--- config.mk ---
export PLATFORM = sky130hd
export DESIGN_NAME = tws_regport
export DESIGN_NICKNAME = d
export VERILOG_FILES = /design/src/rtl/tws_pkg.sv /design/src/rtl/tws_sync.sv /design/src/rtl/tws_shift.sv /design/src/rtl/tws_seq.sv /design/src/rtl/tws_regport.sv
export SDC_FILE = /design/constraint.sdc
export NUM_CORES = 1
export LEC_CHECK = 0
export ABC_AREA = 1
export CORE_MARGIN = 8
export CORE_UTILIZATION = 54
export CTS_CLUSTER_DIAMETER = 200
export DETAILED_ROUTE_END_ITERATION = 16
export PLACE_DENSITY = 0.84
export SETUP_SLACK_MARGIN = 0.05
export SYNTH_ARGS = -nofsm -noshare
export SYNTH_HDL_FRONTEND = slang
export SYNTH_HIERARCHICAL = 1
export SYNTH_SLANG_ARGS = --single-unit
--- constraint.sdc ---
create_clock -name clk -period 2.1 [get_ports clk]
set_input_delay 0.42 -clock clk [delete_from_list [all_inputs] [get_ports clk]]
set_output_delay 0.42 -clock clk [all_outputs]
set_load 0.005 [all_outputs]
--- src/rtl/tws_pkg.sv ---
package tws_pkg;
  localparam int MW = 4;
  localparam logic [MW-1:0] OP_WRITE = 4'h3;
  localparam logic [MW-1:0] OP_READ  = 4'hC;

  typedef enum logic [2:0] {
    ST_IDLE,
    ST_OP,
    ST_IDX,
    ST_WBYTE,
    ST_RBYTE,
    ST_SKIP
  } tws_state_e;
endpackage

--- src/rtl/tws_sync.sv ---
module tws_sync #(
  parameter int W      = 3,
  parameter int STAGES = 2
) (
  input  logic         clk,
  input  logic         rst_n,
  input  logic [W-1:0] d,
  output logic [W-1:0] q
);
  logic [STAGES-1:0][W-1:0] chain;

  always_ff @(posedge clk or negedge rst_n) begin
    if (!rst_n) begin
      chain <= '0;
    end else begin
      chain[0] <= d;
      for (int i = 1; i < STAGES; i++) chain[i] <= chain[i-1];
    end
  end

  assign q = chain[STAGES-1];
endmodule

--- src/rtl/tws_shift.sv ---
module tws_shift #(
  parameter int DW = 8
) (
  input  logic          clk,
  input  logic          rst_n,
  input  logic          sdi_s,
  input  logic          in_en,
  input  logic          load_en,
  input  logic [DW-1:0] load_word,
  input  logic          out_en,
  input  logic          out_clr,
  output logic [DW-1:0] in_next,
  output logic          out_bit
);
  logic [DW-1:0] in_sh;
  logic [DW-1:0] out_sh;

  assign in_next = {sdi_s, in_sh[DW-1:1]};

  always_ff @(posedge clk or negedge rst_n) begin
    if (!rst_n) begin
      in_sh   <= '0;
      out_sh  <= '0;
      out_bit <= 1'b0;
    end else begin
      if (in_en) in_sh <= in_next;
      if (out_clr) begin
        out_bit <= 1'b0;
      end else if (out_en) begin
        out_bit <= out_sh[0];
        out_sh  <= out_sh >> 1;
      end
      if (load_en) out_sh <= load_word;
    end
  end

  // a bit is never taken in and driven out by the same rise
  assert_dir_exclusive_R7: assert property (@(posedge clk) disable iff (!rst_n)
    out_en |-> !in_en);
endmodule

--- src/rtl/tws_seq.sv ---
module tws_seq
  import tws_pkg::*;
#(
  parameter int AW = 4,
  parameter int DW = 8
) (
  input  logic          clk,
  input  logic          rst_n,
  input  logic          ce_s,
  input  logic          sclk_s,
  input  logic [DW-1:0] in_next,
  output logic          in_en,
  output logic          out_en,
  output logic          out_clr,
  output logic          load_en,
  output logic [AW-1:0] idx,
  output logic          oe,
  output logic          wr_valid,
  output logic [AW-1:0] wr_addr,
  output logic [DW-1:0] wr_data,
  output logic          wr_abort,
  output logic          ce_clr
);
  localparam int LIM = (DW > MW) ? DW : MW;
  localparam int CW  = (LIM > 1) ? $clog2(LIM) : 1;

  tws_state_e    state;
  logic [CW-1:0] cnt;
  logic          is_wr;
  logic          sclk_d, ce_d;
  logic          rise, ce_up, ce_dn, step;
  logic [MW-1:0] op_code;

  assign rise    = sclk_s & ~sclk_d;
  assign ce_up   = ce_s & ~ce_d;
  assign ce_dn   = ~ce_s & ce_d;
  assign step    = rise & ce_s & ~ce_up;
  assign op_code = in_next[DW-1 -: MW];

  assign in_en   = step && (state == ST_OP || state == ST_IDX || state == ST_WBYTE);
  assign out_en  = step && (state == ST_RBYTE);
  assign out_clr = ce_up;
  assign oe      = ce_s && (state == ST_RBYTE);

  always_ff @(posedge clk or negedge rst_n) begin
    if (!rst_n) begin
      sclk_d <= 1'b0;
      ce_d   <= 1'b0;
    end else begin
      sclk_d <= sclk_s;
      ce_d   <= ce_s;
    end
  end

  always_ff @(posedge clk or negedge rst_n) begin
    if (!rst_n) begin
      state    <= ST_IDLE;
      cnt      <= '0;
      is_wr    <= 1'b0;
      idx      <= '0;
      load_en  <= 1'b0;
      wr_valid <= 1'b0;
      wr_addr  <= '0;
      wr_data  <= '0;
      wr_abort <= 1'b0;
      ce_clr   <= 1'b0;
    end else begin
      wr_valid <= 1'b0;
      wr_abort <= 1'b0;
      ce_clr   <= 1'b0;
      load_en  <= 1'b0;
      if (ce_dn) begin
        ce_clr   <= 1'b1;
        wr_abort <= (state == ST_WBYTE) && (cnt != '0);
        state    <= ST_IDLE;
        cnt      <= '0;
      end else if (ce_up) begin
        state <= ST_OP;
        cnt   <= '0;
      end else if (step) begin
        unique case (state)
          ST_OP: begin
            cnt <= cnt + 1'b1;
            if (cnt == CW'(MW-1)) begin
              cnt <= '0;
              if (op_code == OP_WRITE) begin
                state <= ST_IDX;
                is_wr <= 1'b1;
              end else if (op_code == OP_READ) begin
                state <= ST_IDX;
                is_wr <= 1'b0;
              end else begin
                state <= ST_SKIP;
              end
            end
          end
          ST_IDX: begin
            cnt <= cnt + 1'b1;
            if (cnt == CW'(AW-1)) begin
              cnt     <= '0;
              idx     <= in_next[DW-1 -: AW];
              state   <= is_wr ? ST_WBYTE : ST_RBYTE;
              load_en <= ~is_wr;
            end
          end
          ST_WBYTE: begin
            cnt <= cnt + 1'b1;
            if (cnt == CW'(DW-1)) begin
              cnt      <= '0;
              wr_valid <= 1'b1;
              wr_addr  <= idx;
              wr_data  <= in_next;
              idx      <= idx + 1'b1;
            end
          end
          ST_RBYTE: begin
            cnt <= cnt + 1'b1;
            if (cnt == CW'(DW-1)) begin
              cnt     <= '0;
              idx     <= idx + 1'b1;
              load_en <= 1'b1;
            end
          end
          default: cnt <= cnt;
        endcase
      end
    end
  end

  // the index has moved one step past the byte just written
  assert_index_wrap_R6: assert property (@(posedge clk) disable iff (!rst_n)
    wr_valid |-> idx == AW'(wr_addr + 1'b1));
  // a byte is either committed or dropped, never both
  assert_abort_excl_R8: assert property (@(posedge clk) disable iff (!rst_n)
    !(wr_valid && wr_abort));
  // clear request lasts a single cycle
  assert_clr_single_R9: assert property (@(posedge clk) disable iff (!rst_n)
    ce_clr |=> !ce_clr);
  // the pad is released once the closing has been acted on
  assert_oe_release_R10: assert property (@(posedge clk) disable iff (!rst_n)
    ce_clr |-> !oe);
  // an unknown code leaves the window silent
  assert_skip_silent_R3: assert property (@(posedge clk) disable iff (!rst_n)
    (state == ST_SKIP) |=> !wr_valid && !oe);
endmodule

--- src/rtl/tws_regport.sv ---
module tws_regport #(
  parameter int AW          = 4,
  parameter int DW          = 8,
  parameter int SYNC_STAGES = 2
) (
  input  logic          clk,
  input  logic          rst_n,
  input  logic          ce_a,
  input  logic          ce_b,
  input  logic          sclk,
  input  logic          sdi,
  output logic          sdo,
  output logic          sdo_oe,
  output logic [AW-1:0] rd_addr,
  input  logic [DW-1:0] rd_data,
  output logic          wr_valid,
  output logic [AW-1:0] wr_addr,
  output logic [DW-1:0] wr_data,
  output logic          wr_abort,
  output logic          ce_clr
);
  logic [2:0]    pins_s;
  logic          ce_s, sclk_s, sdi_s;
  logic          in_en, out_en, out_clr, load_en, oe, out_bit;
  logic [DW-1:0] in_next;

  tws_sync #(.W(3), .STAGES(SYNC_STAGES)) u_sync (
    .clk   (clk),
    .rst_n (rst_n),
    .d     ({ce_a & ce_b, sclk, sdi}),
    .q     (pins_s)
  );
  assign {ce_s, sclk_s, sdi_s} = pins_s;

  tws_seq #(.AW(AW), .DW(DW)) u_seq (
    .clk      (clk),
    .rst_n    (rst_n),
    .ce_s     (ce_s),
    .sclk_s   (sclk_s),
    .in_next  (in_next),
    .in_en    (in_en),
    .out_en   (out_en),
    .out_clr  (out_clr),
    .load_en  (load_en),
    .idx      (rd_addr),
    .oe       (oe),
    .wr_valid (wr_valid),
    .wr_addr  (wr_addr),
    .wr_data  (wr_data),
    .wr_abort (wr_abort),
    .ce_clr   (ce_clr)
  );

  tws_shift #(.DW(DW)) u_shift (
    .clk       (clk),
    .rst_n     (rst_n),
    .sdi_s     (sdi_s),
    .in_en     (in_en),
    .load_en   (load_en),
    .load_word (rd_data),
    .out_en    (out_en),
    .out_clr   (out_clr),
    .in_next   (in_next),
    .out_bit   (out_bit)
  );

  assign sdo_oe = oe;
  assign sdo    = out_bit & oe;

  // data line is quiet whenever it is not driven
  assert_sdo_quiet_R10: assert property (@(posedge clk) disable iff (!rst_n)
    !sdo_oe |-> !sdo);
endmodule

==> Flow_metrics.wiki <==
{| class="wikitable"
! Metric !! Value
|-
| Sort of element at the end of the critical path || output port
|-
| Cell count after placement || 381
|-
| Synthesized-area fraction occupied by ao, oa, aoi and oai cells || 0.05739
|-
| Xor/xnor cell area share of the yosys netlist || 0.003555
|-
| Final worst clock skew || 0.004107 ns
|-
| Most used flip-flop cell after synthesis || sky130_fd_sc_hd__dfrtp_1
|-
| Largest area contributor in the netlist || sky130_fd_sc_hd__dfrtp_1
|-
| TritonRoute pass-1 iters || 4
|-
| Final setup violation count || 0
|-
| Per-instance average area after synthesis || just over 8 µm²
|-
| Share of synthesized area occupied by flip-flops and latches || 0.5180
|-
| Master cell of the clock root buffer || sky130_fd_sc_hd__clkbuf_8
|-
| Maximum number of pins on one net before global-route repair || 32
|-
| # H-tree levels || 2
|-
| Hold_buf cts || 0
|-
| Floorplan Core Area || 4384 µm²
|-
| Clock Sinks || 51
|-
| Outcome || finished clean
|-
| Fraction of the mapped netlist area in simple logic gates || 0.2915
|-
| Clock buffer depth || 2
|-
| Clock latency reported for the late side of the worst-skew pair || 0.30 ns
|-
| RSZ-0062 raised after global routing || false
|-
| Synth warnings || 6
|-
| Final critical-path required period || a little under 2 ns
|-
| Post-synthesis async set-or-reset flop share || 1.000
|-
| Final Hold Viols || 0
|-
| Adder and majority gate portion of the synthesized area || 0.04063
|-
| Area of the die || 6980 µm²
|-
| Max-Slew Margin vs Limit || 0.6609
|-
| Highest attainable clock frequency || 0.5111 GHz
|-
| Crit path setup slack, layout || about 0.14 ns
|-
| Clock buffer count from CTS || 5
|-
| EDFF count, synth || 0
|-
| Pwr Density || a little under 800 nW/µm²
|-
| Main combinational cell family by area after synthesis || simple AND/OR/NAND/NOR gates
|-
| Fraction of layout instances using a drive strength above 1 || 0.08824
|-
| Post-DRT Antenna Nets || 0
|-
| Violation count after the first detailed-routing iteration || 115
|-
| Antenna violations before repair || 0
|-
| Remaining design rule violation count || 0
|-
| Total of buffers placed on input and output ports || 34
|-
| CTS tree || done
|-
| Number of global-route vias before repair || 1999
|-
| Fill cell count || between 300 and 400
|-
| Non-filler cells, final || a little under 400
|-
| Flip-flop and latch count after synthesis || 51
|-
| Cell leakage power || 1.518 nW
|-
| Global-route wire length before repair || roughly 8800 µm
|-
| Net count reported at finish || 361
|-
| Final-report max-slew violation count || 0
|-
| I/O Pins || 35
|-
| Final critical-path share of the clock period || 0.9316
|-
| Max rail drop VDD || between 0.6 and 0.7 mV
|-
| Worst endpoint required time || 1.68 ns
|-
| Post-layout util || 0.6709
|-
| Arrival time at the worst endpoint || 1.54 ns
|-
| Final sum of negative setup slack || 0 ns
|-
| Vertical extent of the die || 83.55 µm
|-
| Starting density of the core || 0.5619
|-
| Net Count, Synth || 321
|-
| Via count of the routed design || between 1500 and 2000
|-
| Die X-Extent || 83.55 µm
|-
| Worst slew pin tran || 0.5086 ns
|-
| Area grow syn2layout || 19.40%
|-
| Cell area after technology mapping || approximately 2500 µm²
|-
| Startpoint class of the critical path || register
|-
| Site Rows || 24
|-
| Antenna cells || 0
|-
| Mean routed wirelength per cell || approximately 12 µm
|-
| Routed vias/inst || 5.033
|-
| Tightest Hold Check Type || input port to async pin
|-
| Distinct cell type count after synthesis || 25
|-
| Cells taking the most area after synthesis || sky130_fd_sc_hd__dfrtp_1 (52%), sky130_fd_sc_hd__nand2_1 (18%), sky130_fd_sc_hd__nand3_1 (4.9%)
|-
| Critical path class || register to output port
|-
| Max-cap violation count || 0
|-
| Total wirelength of the detailed-routed design || 4841 µm
|-
| List of most frequent post-synthesis cells || sky130_fd_sc_hd__nand2_1 (116), sky130_fd_sc_hd__dfrtp_1 (51), sky130_fd_sc_hd__inv_1 (32)
|-
| Multiplexer fraction of the synthesized cell area || 0
|-
| Clock transition at the register clock pins on the worst setup and hold paths after CTS || roughly 0.080 ns
|-
| Final weighted congestion of routability-driven global placement || 0.9113
|-
| Detailed placement HPWL || 3687 µm
|-
| Cell count after synthesis || 299
|-
| Worst setup slack before clock tree synthesis || 0.2602 ns
|-
| Top-count cell post-synth || sky130_fd_sc_hd__nand2_1
|-
| Aggregate global routing overflow || 0
|-
| Area share of the leading cell type in the synthesized netlist || 0.5180
|-
| Total Routing Usage GR || 0.1482
|-
| Top fanout value on the critical path || 2
|}
-- repair_timing --
item                                    in CTS  in global routing
pin swaps                                    2                  0
setup buffers                                3                  0
resized for setup                            2                  1
endpoints found under the setup margin       2                  1
-- metrics by stage --
stage	total power [mW]	area (µm²)	hold slack (ns)
3_3_place_gp	1.754	2830	0.3334
5_1_grt	2.485	2942	0.1096
4_1_cts	2.351	2939	0.09722
6_report	2.325	2942	0.08283
2_1_floorplan	1.619	2464	0.1244
3_5_place_dp	1.788	2830	0.3347
-- cells by family (layout without fill, tap and decap cells) --
kind of cell	after synthesis	count (layout)
DFF	51	51
xor gates and xnor gates	1	1
adders and majority gates	8	8
AOI/OAI and AO/OA	23	23
and+or+nand+nor	173	173
buffers and inverters	43	84
-- flip-flops by register name, indices dropped and copies added, names as in the netlist --
register / count
u_seq/sclk_d: 1
u_sync/chain: 3
u_seq/cnt: 3
u_shift/out_sh: 8
u_seq/ce_clr: 1
u_shift/in_sh: 7
u_seq/wr_data: 8
u_seq/load_en: 1
u_seq/ce_d: 1
u_seq/idx: 4
u_seq/is_wr: 1
u_shift/out_bit: 1
u_seq/wr_valid: 1
u_sync/q: 3
u_seq/state: 3
u_seq/wr_addr: 4
u_seq/wr_abort: 1
-- metal layers --
metal / GRT usage / wire length (µm)
met1: 0.1741 / 2117
met2: 0.2511 / 2412
met3: 0.03613 / 226
met4: 0.06279 / 85
met5: 0 / 0
-- placed cells by master, fill, tap and decap left out, drive strengths merged, types with 2 or more instances in the layout --
master         Yosys  final
o21ai             17     17
clkinv             1      2
nand4              2      2
dfrtp             51     51
nand2            122    122
nor2              22     22
clkdlybuf4s50      0     32
ha                 8      8
inv               33     33
nand3b             2      2
clkbuf             0      6
nand3             24     24
a21oi              4      4
buf                9      9
-- worst paths after layout --
path                                  from                to  depth (start not counted)  slack, ns
hold reg to reg            u_sync/chain[1]       u_sync/q[1]                          0       0.35
setup / recovery            u_seq/state[0]            sdo_oe                          4       0.14
setup reg to reg               u_sync/q[2]  u_seq/wr_data[3]                          8       0.38
max in group asynchronous            rst_n  u_shift/in_sh[6]                          2       1.49
min in group clk           u_sync/chain[1]       u_sync/q[1]                          0       0.35
hold / removal                       rst_n    u_seq/state[2]                          1       0.08
-- worst max-delay path, stage by stage (launching register included) --
cell,delay [ns]
sky130_fd_sc_hd__dfrtp_1,0.40
sky130_fd_sc_hd__nor2_2,0.13
sky130_fd_sc_hd__nand2_1,0.09
sky130_fd_sc_hd__nor2_2,0.12
sky130_fd_sc_hd__clkdlybuf4s50_1,0.50
-- final cells by class --
type | count | area [µm²] | share of cell area
inverter | 34 | 135.1 | 0.04594
sequential | 51 | 1276 | 0.4339
multi-input combinational | 205 | 973.4 | 0.3309
tap | 52 | 65.06 | 0.02212
clock buffer | 6 | 72.57 | 0.02467
clock inverter | 2 | 12.51 | 0.004254
timing repair buffer | 42 | 406.6 | 0.1382
-- report_power, final --
part / internal, mW / leakage [nW] / switching (mW)
clock: 0.233 / 0.0412 / 0.302
sequential: 1.14 / 0.654 / 0.120
combinational: 0.225 / 0.823 / 0.306
total: 1.60 / 1.52 / 0.728
No activity file was read; power rests on OpenSTA's default activity.
